File: src/rtl/tmr_multi_pkg.sv
package tmr_multi_pkg;

  localparam logic [2:0] MD_PULSE  = 3'd1;
  localparam logic [2:0] MD_PWM    = 3'd3;
  localparam logic [2:0] MD_EVENT  = 3'd4;
  localparam logic [2:0] MD_PWIDTH = 3'd5;

  localparam logic [1:0] RA_COUNT = 2'd0;
  localparam logic [1:0] RA_MODE  = 2'd1;
  localparam logic [1:0] RA_CTRL  = 2'd2;
  localparam logic [1:0] RA_PSC   = 2'd3;

  typedef struct packed {
    logic       out_start_hi;
    logic       stop;
    logic       win_block;
    logic       src_slow;
    logic       latch_only;
    logic [2:0] mode;
  } mode_reg_t;

  typedef struct packed {
    logic [1:0] edge_sel;
    logic [1:0] dly_sel;
    logic       flt_div4;
  } ctrl_reg_t;

  // divide ratio from the non-monotonic select code
  function automatic int unsigned psc_ratio(input logic [2:0] sel);
    case (sel)
      3'd0:    return 16;
      3'd1:    return 1;
      3'd2:    return 2;
      3'd3:    return 32;
      3'd4:    return 64;
      3'd5:    return 128;
      3'd6:    return 256;
      default: return 1024;
    endcase
  endfunction

  // delay line length for the trigger delay code
  function automatic int dly_cycles(input logic [1:0] code);
    return (code == 2'd0) ? 0 : (2 << code);
  endfunction

  // edge selection: counting side or interrupt side of the edge field
  function automatic logic edge_pick(input logic [1:0] sel, input logic rise,
                                     input logic fall, input logic irq_side);
    if (sel[1]) return rise | fall;
    if (sel[0] ^ irq_side) return fall;
    return rise;
  endfunction

endpackage

File: src/rtl/tmr_multi_psc.sv
module tmr_multi_psc
  import tmr_multi_pkg::*;
#(
  parameter int PW = 10
) (
  input  logic       clk,
  input  logic       rst_n,
  input  logic [2:0] sel,
  input  logic       flt_div4,
  output logic       tick,
  output logic       smp_en
);
  logic [PW-1:0] pre_q;
  logic [PW-1:0] mask;

  always_ff @(posedge clk or negedge rst_n) begin
    if (!rst_n) pre_q <= '0;
    else        pre_q <= pre_q + 1'b1;
  end

  always_comb begin
    mask   = PW'(psc_ratio(sel) - 32'd1);
    tick   = ((pre_q & mask) == mask);
    smp_en = flt_div4 ? (pre_q[1:0] == 2'b11) : pre_q[0];
  end
endmodule

File: src/rtl/tmr_multi_flt.sv
module tmr_multi_flt
  import tmr_multi_pkg::*;
#(
  parameter int DLY_MAX = 16
) (
  input  logic       clk,
  input  logic       rst_n,
  input  logic       smp_en,
  input  logic       pin,
  input  logic [1:0] dly_sel,
  output logic       filt,
  output logic       lvl,
  output logic       rise,
  output logic       fall
);
  localparam int DW = DLY_MAX;

  logic [1:0]    hist_q;
  logic          filt_q;
  logic [DW-1:0] dl_q;
  logic          lvl_q;
  logic          agree;
  int            tap;

  always_comb begin
    agree = (hist_q == {2{pin}});
    tap   = dly_cycles(dly_sel);
    lvl   = filt_q;
    for (int k = 0; k < DW; k++) begin
      if (k + 1 == tap) lvl = dl_q[k];
    end
    rise = lvl & ~lvl_q;
    fall = ~lvl & lvl_q;
    filt = filt_q;
  end

  always_ff @(posedge clk or negedge rst_n) begin
    if (!rst_n) begin
      hist_q <= '0;
      filt_q <= 1'b0;
      dl_q   <= '0;
      lvl_q  <= 1'b0;
    end else begin
      if (smp_en) begin
        hist_q <= {hist_q[0], pin};
        if (agree) filt_q <= pin;
      end
      dl_q  <= {dl_q[DW-2:0], filt_q};
      lvl_q <= lvl;
    end
  end
endmodule

File: src/rtl/tmr_multi_core.sv
module tmr_multi_core #(
  parameter int CW = 16
) (
  input  logic          clk,
  input  logic          rst_n,
  input  logic          cnt_en,
  input  logic          wr_cnt,
  input  logic          wr_lat,
  input  logic [CW-1:0] wr_val,
  input  logic          wave_mode,
  input  logic          pwm_mode,
  input  logic          start_hi,
  input  logic          out_init,
  input  logic          init_lvl,
  output logic [CW-1:0] count,
  output logic [CW-1:0] latch,
  output logic          wave,
  output logic          uf_evt,
  output logic          irq_uf
);
  logic at_zero;

  always_comb begin
    at_zero = (count == '0);
    uf_evt  = cnt_en & at_zero & ~wr_cnt;
  end

  always_ff @(posedge clk or negedge rst_n) begin
    if (!rst_n) begin
      count  <= '1;
      latch  <= '1;
      wave   <= 1'b0;
      irq_uf <= 1'b0;
    end else begin
      if (wr_cnt)      count <= wr_val;
      else if (cnt_en) count <= at_zero ? latch : count - 1'b1;
      if (wr_lat) latch <= wr_val;
      if (out_init)                 wave <= init_lvl;
      else if (uf_evt && wave_mode) wave <= ~wave;
      irq_uf <= uf_evt & (~pwm_mode | (wave != start_hi));
    end
  end
endmodule

File: src/rtl/tmr_multi.sv
module tmr_multi
  import tmr_multi_pkg::*;
#(
  parameter int CW      = 16,
  parameter int PW      = 10,
  parameter int DLY_MAX = 16
) (
  input  logic          clk,
  input  logic          rst_n,
  input  logic          wr_en,
  input  logic [1:0]    wr_addr,
  input  logic [CW-1:0] wr_data,
  input  logic          slow_en,
  input  logic          cnt_pin,
  output logic [CW-1:0] count_value,
  output logic          tmr_out,
  output logic          irq_underflow,
  output logic          irq_edge
);
  localparam int MW = $bits(mode_reg_t);
  localparam int XW = $bits(ctrl_reg_t);

  mode_reg_t     mode_q;
  ctrl_reg_t     ctl_q;
  logic [2:0]    psc_q;
  logic          tick, smp_en, filt, lvl, rise, fall;
  logic          src_tick, cnt_en, ctr_wr, lat_wr, mode_wr;
  logic          wave_mode, pwm_mode, event_mode, pwidth_mode;
  logic          uf_evt, stop_on, win_blk;
  logic [CW-1:0] latch_q;

  always_ff @(posedge clk or negedge rst_n) begin
    if (!rst_n) begin
      mode_q   <= '0;
      ctl_q    <= '0;
      psc_q    <= '0;
      irq_edge <= 1'b0;
    end else begin
      if (mode_wr) mode_q <= mode_reg_t'(wr_data[MW-1:0]);
      if (wr_en && wr_addr == RA_CTRL) ctl_q <= ctrl_reg_t'(wr_data[XW-1:0]);
      if (wr_en && wr_addr == RA_PSC)  psc_q <= wr_data[2:0];
      irq_edge <= edge_pick(ctl_q.edge_sel, rise, fall, 1'b1);
    end
  end

  always_comb begin
    mode_wr     = wr_en && wr_addr == RA_MODE;
    lat_wr      = wr_en && wr_addr == RA_COUNT;
    ctr_wr      = lat_wr && !mode_q.latch_only;
    pwm_mode    = mode_q.mode == MD_PWM;
    wave_mode   = pwm_mode || mode_q.mode == MD_PULSE;
    event_mode  = mode_q.mode == MD_EVENT;
    pwidth_mode = mode_q.mode == MD_PWIDTH;
    stop_on     = mode_q.stop;
    win_blk     = mode_q.win_block;
    src_tick    = mode_q.src_slow ? slow_en : tick;
    if (event_mode)
      cnt_en = edge_pick(ctl_q.edge_sel, rise, fall, 1'b0) & ~win_blk;
    else if (pwidth_mode)
      cnt_en = src_tick & (lvl == (ctl_q.edge_sel != 2'b01));
    else
      cnt_en = src_tick;
    cnt_en = cnt_en & ~stop_on;
  end

  tmr_multi_psc #(.PW(PW)) psc_i (
    .clk(clk), .rst_n(rst_n), .sel(psc_q), .flt_div4(ctl_q.flt_div4),
    .tick(tick), .smp_en(smp_en)
  );

  tmr_multi_flt #(.DLY_MAX(DLY_MAX)) flt_i (
    .clk(clk), .rst_n(rst_n), .smp_en(smp_en), .pin(cnt_pin),
    .dly_sel(ctl_q.dly_sel), .filt(filt), .lvl(lvl), .rise(rise), .fall(fall)
  );

  tmr_multi_core #(.CW(CW)) core_i (
    .clk(clk), .rst_n(rst_n), .cnt_en(cnt_en), .wr_cnt(ctr_wr),
    .wr_lat(lat_wr), .wr_val(wr_data), .wave_mode(wave_mode),
    .pwm_mode(pwm_mode), .start_hi(mode_q.out_start_hi), .out_init(mode_wr),
    .init_lvl(wr_data[7]), .count(count_value), .latch(latch_q),
    .wave(tmr_out), .uf_evt(uf_evt), .irq_uf(irq_underflow)
  );
endmodule

File: config.mk
export PLATFORM = sky130hd
export DESIGN_NAME = tmr_multi
export DESIGN_NICKNAME = d
export VERILOG_FILES = /design/src/rtl/tmr_multi_pkg.sv /design/src/rtl/tmr_multi_psc.sv /design/src/rtl/tmr_multi_flt.sv /design/src/rtl/tmr_multi_core.sv /design/src/rtl/tmr_multi.sv
export SDC_FILE = /design/constraint.sdc
export NUM_CORES = 1
export LEC_CHECK = 0
export BUFFER_PORTS_ARGS = -buffer_cell sky130_fd_sc_hd__buf_2
export CAP_MARGIN = 10
export CORE_AREA = 4 4 128 130
export DETAILED_ROUTE_END_ITERATION = 10
export DIE_AREA = 0 0 132 134
export SLEW_MARGIN = 20
export SYNTH_ARGS = -nofsm -noshare
export SYNTH_HDL_FRONTEND = slang
export SYNTH_SLANG_ARGS = --single-unit
File: constraint.sdc
create_clock -name clk -period 8.3 [get_ports clk]
set_input_delay 1.66 -clock clk [delete_from_list [all_inputs] [get_ports clk]]
set_output_delay 1.66 -clock clk [all_outputs]
set_load 0.05 [all_outputs]
# [Word-level counts from Yosys, hierarchy flattened]
# Cells that the tools add are included.
[word_totals] register_bits=81 input_bits=23 out_inout_bits=19
[op_classes] addsub=3 eq_ne=35 shift=1 n_mux=42 bitwise=18 reduce_logical=15
[op_table] operator="5-bit by 32-bit == test with 1-bit output (first input constant)" count=8
[op_table] operator="4-bit by 32-bit == test with 1-bit output (first input constant)" count=4
[op_table] operator="3-bit by 32-bit == test with 1-bit output (first input constant)" count=2
[op_table] operator="9-bit case mux with 7 select lines" count=1
[op_table] operator="16-bit two-way mux" count=3
[op_table] operator="1-bit two-way mux" count=37
[op_table] operator="2-bit by 32-bit == test with 1-bit output (first input constant)" count=1
[op_table] operator="6-bit by 32-bit == test with 1-bit output (first input constant)" count=1
[op_table] operator="32-bit two-way mux" count=1
[op_table] operator="2-bit by 2-bit left shift with 32-bit output (first input constant)" count=1
[op_table] operator="16-bit logical NOT" count=1
[op_table] operator="16-bit by 1-bit subtractor with 16-bit output (second input constant)" count=1
[op_table] operator="3-bit == test (second input constant)" count=5
[op_table] operator="10-bit by 1-bit adder with 10-bit output (second input constant)" count=1
[op_table] operator="10-bit AND" count=1
[op_table] operator="10-bit == test" count=1
[op_table] operator="10-bit by 1-bit subtractor with 10-bit output (second input constant)" count=1
[op_table] operator="3-bit by 2-bit == test with 1-bit output (second input constant)" count=3
[op_table] operator="1-bit AND" count=8
[op_table] operator="1-bit NOT" count=7
[op_table] operator="2-bit == test (second input constant)" count=3
[op_table] operator="3-bit by 1-bit == test with 1-bit output (second input constant)" count=2
[op_table] operator="1-bit logical AND" count=6
[op_table] operator="2-bit logical NOT" count=2
[op_table] operator="11 further kinds" count=13

# [Longest topological paths before layout]
# Gate-level depths: netlist of the first run.
[depth] depth_word=35 depth_mapped=12

# [Hierarchy]
# A second synthesis of the first run with hierarchy kept.
[unflattened] cells_unflattened=371 area_unflattened_um2=4010.1
[by_module_without_submodules] mod="tmr_multi_core" instances=1 cells_each=207 area_each_um2=2059.5 seq_area_each_um2=890.9
[by_module_without_submodules] mod="tmr_multi" instances=1 cells_each=70 area_each_um2=749.5 seq_area_each_um2=425.4
[by_module_without_submodules] mod="tmr_multi_psc" instances=1 cells_each=64 area_each_um2=606.8 seq_area_each_um2=250.2
[by_module_without_submodules] mod="tmr_multi_flt" instances=1 cells_each=30 area_each_um2=594.3 seq_area_each_um2=500.5

# [Worst setup path after synthesis of the first run]
# No wires, ideal clock.
[synth_timing] path_kind="input to register" from="input port wr_addr[1]" to="register core_i.count[0]" arrival_ns=3.223 slack_ns=4.986 cell_stages=6 path_cell_list="nor3b_1 > nor2b_1 > clkbuf_1 > clkbuf_1 > a22oi_1 > o31ai_1"
[synth_between] elab_chain_cells=4
[synth_rtl] item="start: declaration" line_no="tmr_multi.sv:11" rtl="input logic [1:0] wr_addr,"
[synth_rtl] item="2-bit logical NOT *" line_no="tmr_multi.sv:48" rtl="lat_wr = wr_en && wr_addr == RA_COUNT;"
[synth_rtl] item="1-bit logical AND *" line_no="tmr_multi.sv:48"
[synth_rtl] item="1-bit logical AND *" line_no="tmr_multi.sv:49" rtl="ctr_wr = lat_wr && !mode_q.latch_only;"
[synth_rtl] item="16-bit two-way mux / 2-bit nonzero test (equally long branches)"
[synth_rtl] item="end signal: assignment" line_no="tmr_multi_core.sv:35" rtl="if (wr_cnt) count <= wr_val;"
[synth_rtl] item="end signal: assignment" line_no="tmr_multi_core.sv:36" rtl="else if (cnt_en) count <= at_zero ? latch : count - 1'b1;"
[synth_rtl] item="end: declaration" line_no="tmr_multi_core.sv:15" rtl="output logic [CW-1:0] count,"
# Every way passes the cells marked *; elsewhere a longest branch is shown, timed or not.
# A chain may end at the register's enable or synchronous reset.

# [Worst setup path after layout of the first run]
[layout_timing] from="input port wr_addr[1]" to="register core_i.wave"
[layout_between] elab_chain_cells=7
[layout_rtl] item="2-bit logical NOT" line_no="tmr_multi.sv:48"
[layout_rtl] item="1-bit logical AND" line_no="tmr_multi.sv:48"
[layout_rtl] item="1-bit logical AND" line_no="tmr_multi.sv:49"
[layout_rtl] item="1-bit NOT" line_no="tmr_multi_core.sv:25" rtl="uf_evt = cnt_en & at_zero & ~wr_cnt;"
[layout_rtl] item="1-bit AND" line_no="tmr_multi_core.sv:25"
[layout_rtl] item="1-bit logical AND" line_no="tmr_multi_core.sv:39" rtl="else if (uf_evt && wave_mode) wave <= ~wave;"
[layout_rtl] item="2-bit nonzero test (no source line)"
[layout_rtl] item="end signal: assignment" line_no="tmr_multi_core.sv:38" rtl="if (out_init) wave <= init_lvl;"
[layout_rtl] item="end signal: assignment" line_no="tmr_multi_core.sv:39"
[layout_rtl] item="end: declaration" line_no="tmr_multi_core.sv:17" rtl="output logic wave,"
# Parallel ways exist; a longest one is shown, timed or not.

==> results of run 1 <==
-- power by group --
| part | leakage [nW] | internal, W | total (W) | switching (W) |
|---|---|---|---|---|
| registers | 0.881 | 0.000511 | 0.000599 | 0.0000879 |
| clock network | 0.149 | 0.000239 | 0.000408 | 0.000170 |
| logic | 0.756 | 0.000142 | 0.000408 | 0.000266 |
-- layer usage --
| metal | wire, um | vias up | global-route usage |
|---|---|---|---|
| met4 | 131 | 0 | 0.0403 |
| met1 | 3780 | 1346 | 0.126 |
| li1 | - | 1284 | - |
| met5 | 0 | - | 0 |
| met2 | 4240 | 48 | 0.165 |
| met3 | 382 | 10 | 0.0281 |
-- state kept, by name (all words and copies together) (netlist names) --
signal and count:
flt_i.dl_q 16, core_i.wave 1, core_i.latch 16, flt_i.hist_q 2
ctl_q 5, win_blk 1, core_i.irq_uf 1, flt_i.lvl_q 1
stop_on 1, core_i.count 16, mode_q 6, irq_edge 1
psc_q 3, psc_i.pre_q 10, flt_i.filt 1
-- stage by stage --
stage          total power (W)  std cells
6_report               0.00142        564
5_1_grt                0.00150        564
4_1_cts                0.00143        564
3_5_place_dp           0.00102        548
3_3_place_gp           0.00100        548
2_1_floorplan         0.000901        331
-- cell type report --
class	count	area, sq um
clock buffers	9	225
multi-input cells	226	1600
repair buffers	43	226
clock inverters	7	83.8
inverters	10	37.5
fillers	1516	10700
well taps	188	235
flip-flops and latches	81	2070
-- how the worst max path moves through the flow --
stage,to,cells past startpoint,startpoint
floorplan,core_i.count[0],6,wr_addr[1]
global placement,core_i.count[10],8,wr_addr[1]
detailed placement,core_i.count[10],8,wr_addr[1]
CTS,core_i.count[10],8,wr_addr[1]
global route,core_i.wave,7,wr_addr[1]
finish,core_i.wave,7,wr_addr[1]
-- kinds of logic (layout without fill, tap and decap cells) --
logic type	Yosys count	count (layout)	share of synthesized area
multiplexers	40	40	0.122
flip-flops	81	81	0.550
adder cells (fa/ha/maj)	5	5	0.0167
buffers and inverters	24	69	0.0247
AND/OR/NAND/NOR	108	108	0.145
AO/OA/AOI/OAI	56	56	0.102
XOR/XNOR	17	17	0.0396
-- placed cells by master, fill, tap and decap left out, types with 2 or more instances in the layout --
cell       netlist  final
a31oi_1          9      9
nand4_1          2      2
o22ai_1          2      2
nand2_1         26     26
dfstp_2         32     32
or2_2            2      2
buf_2            2     40
o31ai_1          5      5
a21oi_1          7      7
o2111ai_1        2      2
nor4_1           4      4
nand3b_1         2      2
inv_1           10     10
nor3_1          13     13
or4_1            6      6
o211ai_1         7      7
nor2_1          23     23
xnor2_1         13     13
nand2b_1         4      4
nor2b_1          6      5
mux2_2          35     35
buf_4            0      2
clkbuf_16        0      9
xor2_1           4      4
or3_1            2      2
ha_1             5      5
o21ai_0         10     10
inv_6            0      3
mux2i_1          4      4
dfrtp_1         49     49
nand3_1         11     11
and3_1           2      2
a211oi_1         2      2
-- worst register-to-register path, cell delays in order (launching register included) --
cell     delay (ns)
dfstp_2        0.41
or4_4          0.59
or4_1          0.54
or4_1          0.78
or3_1          0.40
o21ai_2        0.08
o22ai_1        0.11
a221o_1        0.32
==> run_results.csv, run 1 <==
group,metric,value,unit
placement,hpwlAfterDp,5.94,mm
min_path,min_from,"flt_i.dl_q[14]",
critical_path,worstPathCellList,"buf_2, nor3b_2, buf_4, nand2b_1, and4_1, a31o_2, a31oi_1",
grt,grt_pass1_wl,14.2,mm
placement,io_buffers,41,
yosys,synth_area_leader_cell,"dfrtp_1",
detailed_routing,via_per_inst,4.77,
floorplanning,die_width,132,um
final_layout,drive_above_1_share,0.359,
yosys,synth_top_area_share,0.326,
critical_path,slowest_stage,"nand2b_1",
yosys,syn_avg_cell_area,11.3,sq um
floorplanning,die-area,17700,sq um
final_layout,finalInstanceArea,4480,sq um
grt,antenna_found_initial,0,
clock_network,tritoncts,"done",
yosys,ys_types,49,
detailed_routing,vias,2688,
critical_path,endpoint_kind,"register",
floorplanning,row_count,45,
yosys,synthFlopType,"dfrtp_1",
power,p_per_area,316,nW/um^2
sta,rsz0062_at_grt,"no",
detailed_routing,drt-pass1-iter-count,4,
flow_run,maxCapViolCount,0,
yosys,synth_most_common_cell,"dfrtp_1",
sta,slew_headroom,0.425,
critical_path,rr_worst_depth,7,
sta,drv_slew,0,
yosys,yosys_warnings,0,
grt,grt_use_total,0.101,
sta,finClkSkew,0.00638,ns
critical_path,worst-path-max-fanout,23,
detailed_routing,drt-total-wl,8.53,mm
sta,tns,0,ns
floorplanning,dieHeight,134,um
placement,gp_congestion,0.793,
sta,whs,0.349,ns
final_layout,areaGrowthSynthToFinish,19.3,%
min_path,whs_path_depth,0,
min_path,hp-class,"reg2reg",
sta,setup_viol,0,
clock_network,cts_setup_buffers,0,
floorplanning,start_util,0.248,
clock_network,clockBufferDepth,2,
yosys,syn-num-nets,359,
power,p_leak,1.79,nW
grt,gr-total-overflow,0,
sta,fin_crit_sh,0.405,
critical_path,r2r-end,"core_i.count[10]",
yosys,synthCells,331,
min_path,min_to,"flt_i.dl_q[15]",
critical_path,path_class,"in2reg",
critical_path,r2r-start,"core_i.count[7]",
yosys,async_flop_share,1.00,
clock_network,root_buffer,"clkbuf_16",
floorplanning,ios,42,
yosys,yosysSeqAreaShare,0.550,
grt,grt_max_degree,82,
yosys,synth-seq-cells,81,
critical_path,crit_buf_inv,2,
clock_network,cts_inserted_buffers,9,
final_layout,nets,399,
run_status,run_status,"complete, no violations",
critical_path,cp.required,8.56,ns
yosys,synthTopCellsByCount,"dfrtp_1, mux2_2, dfstp_2",
floorplanning,core_area,15100,sq um
critical_path,crit_path_start_kind,"input pin",
detailed_routing,drt.antenna.violating_nets,0,
sta,fmax,298,MHz
critical_path,cp_data_arrival_time,3.62,ns
clock_network,clk_latency,0.34,ns
clock_network,clock-sinks,81,
clock_network,cts_hold_buf,0,
sta,post-route-min-period,3.36,ns
clock_network,cts.repair.resized,0,
placement,dpl_cell_area,4160,sq um
detailed_routing,drt_iter0_markers,148,
sta,finalHoldViolCount,0,
yosys,synth_edf_count,0,
sta,tightest_slew,0.863,ns
detailed_routing,wire_per_inst,15.1,um
detailed_routing,drcViolationCount,0,
yosys,synth_area_leaders,"dfrtp_1, dfstp_2, mux2_2",
sta,fin_ws,4.94,ns
power,peakVddDrop,116,uV
yosys,synth_area,3760,sq um
critical_path,critical_path.max_stage_delay,0.52,ns
final_layout,diodes,0,
clock_network,cts.clk_slew.worst_paths,0.06,ns
grt,grt_pass1_vias,2748,
critical_path,r2r_slack,5.00,ns
critical_path,crit_family,"simple AND/OR/NAND/NOR gates",
final_layout,final_util,0.296,
clock_network,htreeDepth,3,
placement,dp_worst_setup_slack,4.44,ns
No activity file was read; power rests on OpenSTA's default activity.
==> inputs of run 2 (changes only) <==
==> constraint.sdc (replaced) <==
create_clock -name clk -period 3 [get_ports clk]
set_input_delay 0.6 -clock clk [delete_from_list [all_inputs] [get_ports clk]]
set_output_delay 0.6 -clock clk [all_outputs]
set_load 0.05 [all_outputs]
==> run_results.csv, run 2 (synthesis gave the netlist of run 1 again) <==
group,metric,value,unit
critical_path,cp.required,3.26,ns
critical_path,critPathMostFrequentCell,"or4_1",
grt,use_met3,0.0229,
critical_path,cp.depth,7,
detailed_routing,via_per_inst,4.81,
power,p_per_area,868,nW/um^2
critical_path,crit_path_start_kind,"register",
final_layout,drive_above_1_share,0.371,
critical_path,cp_data_arrival_time,3.11,ns
detailed_routing,drt.antenna.violating_nets,0,
sta,finClkSkew,0.00599,ns
grt,grt_use_total,0.102,
critical_path,critical_path.max_stage_delay,0.58,ns
floorplanning,start_util,0.248,
min_path,hp-class,"in2async",
grt,grt_pass1_vias,2715,
clock_network,clock-sinks,81,
clock_network,clk_latency,0.34,ns
floorplanning,core_area,15100,sq um
detailed_routing,wire_per_inst,15.3,um
final_layout,areaGrowthSynthToFinish,21.4,%
clock_network,cts_setup_buffers,0,
final_layout,final_cell_mix,"dfrtp_1, buf_2, mux2_2, dfstp_2, nand2_1",
power,peakVddDrop,323,uV
clock_network,root_buffer,"clkbuf_16",
sta,tightest_slew,0.731,ns
critical_path,crit_buf_inv,0,
final_layout,nets,408,
critical_path,slowest_stage,"or4_4",
clock_network,cts.clk_slew.worst_paths,0.06,ns
grt,gr-total-overflow,0,
grt,grt_max_degree,82,
placement,gp_congestion,0.805,
grt,grtUsageMet1,0.135,
detailed_routing,drt-pass1-iter-count,5,
sta,setup_viol,0,
clock_network,cts_inserted_buffers,9,
floorplanning,die_width,132,um
power,p_leak,1.84,nW
critical_path,worstPathCellList,"or4_4, or4_1, or4_1, or3_1, o21ai_2, o22ai_1, a221o_1",
grt,antenna_found_initial,0,
sta,slew_headroom,0.513,
critical_path,path_class,"reg2reg",
placement,hpwlAfterDp,6.27,mm
critical_path,endpoint_kind,"register",
floorplanning,die-area,17700,sq um
clock_network,cts_hold_buf,0,
grt,grt_pass1_wl,14.6,mm
critical_path,worst-path-max-fanout,7,
final_layout,diodes,0,
sta,rsz0062_at_grt,"no",
run_status,run_status,"complete, no violations",
sta,drv_slew,0,
clock_network,tritoncts,"done",
sta,fmax,351,MHz
clock_network,cts.repair.resized,0,
final_layout,top_regs,"core_i.count (16), core_i.latch (16), flt_i.dl_q (16)",
sta,fin_crit_sh,0.949,
detailed_routing,drcViolationCount,0,
clock_network,htreeDepth,3,
floorplanning,ios,42,
critical_path,rr_worst_depth,7,
sta,tns,0,ns
flow_run,maxCapViolCount,0,
grt,grt_busiest_layer,"met2",
floorplanning,dieHeight,134,um
grt,grt_util_met2,0.163,
sta,whs,0.317,ns
final_layout,final_common_cell,"dfrtp_1",
floorplanning,row_count,45,
clock_network,clockBufferDepth,2,
detailed_routing,vias,2755,
sta,finalHoldViolCount,0,
detailed_routing,drt-total-wl,8.79,mm
sta,post-route-min-period,2.85,ns
critical_path,crit_family,"simple AND/OR/NAND/NOR gates",
placement,io_buffers,41,
detailed_routing,drt_iter0_markers,229,
## run 2: cell types whose count changed in the layout (fill, tap and decap cells not counted), sizes merged
cell | previous run | this run
clkbuf | 9 | 10
inv | 14 | 13
buf | 43 | 52
clkinvlp | 1 | 0
clkinv | 1 | 2
## run 2: cell type report
type	instances	area (sq um)
Clock buffer	10	239
Sequential cell	81	2070
Tap cell	188	235
Fill cell	1513	10600
Clock inverter	6	73.8
Inverter	10	37.5
Timing Repair Buffer	52	307
Multi-Input combinational cell	226	1600
## run 2: per-layer routing
| layer | vias to the layer above | share of wire |
|---|---|---|
| li1 | 1299 | - |
| met1 | 1392 | 0.46 |
| met2 | 53 | 0.48 |
| met3 | 11 | 0.042 |
| met4 | 0 | 0.018 |
| met5 | - | 0 |
## run 2: worst register-to-register path, cell delays in order (launching register included)
cell	delay, ns
dfstp_2	0.40
or4_4	0.58
or4_1	0.44
or4_1	0.53
or3_1	0.34
o21ai_2	0.08
o22ai_1	0.11
a221o_1	0.31
## run 2: worst paths after layout
check / from / endpoint / slack (ns)
max: core_i.count[7] / core_i.count[10] / 0.15
min: rst_n / mode_q[7] / 0.32
max reg2reg: core_i.count[7] / core_i.count[10] / 0.15
min reg2reg: flt_i.dl_q[2] / flt_i.dl_q[3] / 0.35
max in group asynchronous: rst_n / flt_i.filt / 2.20
min in group clk: flt_i.dl_q[2] / flt_i.dl_q[3] / 0.35
## run 2: power breakdown
part	internal [W]	switching [W]	leakage [nW]
combinational	0.000415	0.000753	0.804
sequential	0.00141	0.000243	0.881
clock	0.000679	0.000456	0.154
## run 2: per-stage QoR
stage	utilization	setup WS, ns	instance area (sq um)	instances	power, W
floorplan	-	0.0594	3760	331	0.00249
global placement	0.280	0.221	4240	557	0.00280
global route	0.301	0.00745	4560	573	0.00418
finish	0.301	0.154	4560	573	0.00396
detailed placement	0.280	0.165	4240	557	0.00284
CTS	0.301	0.156	4560	573	0.00400
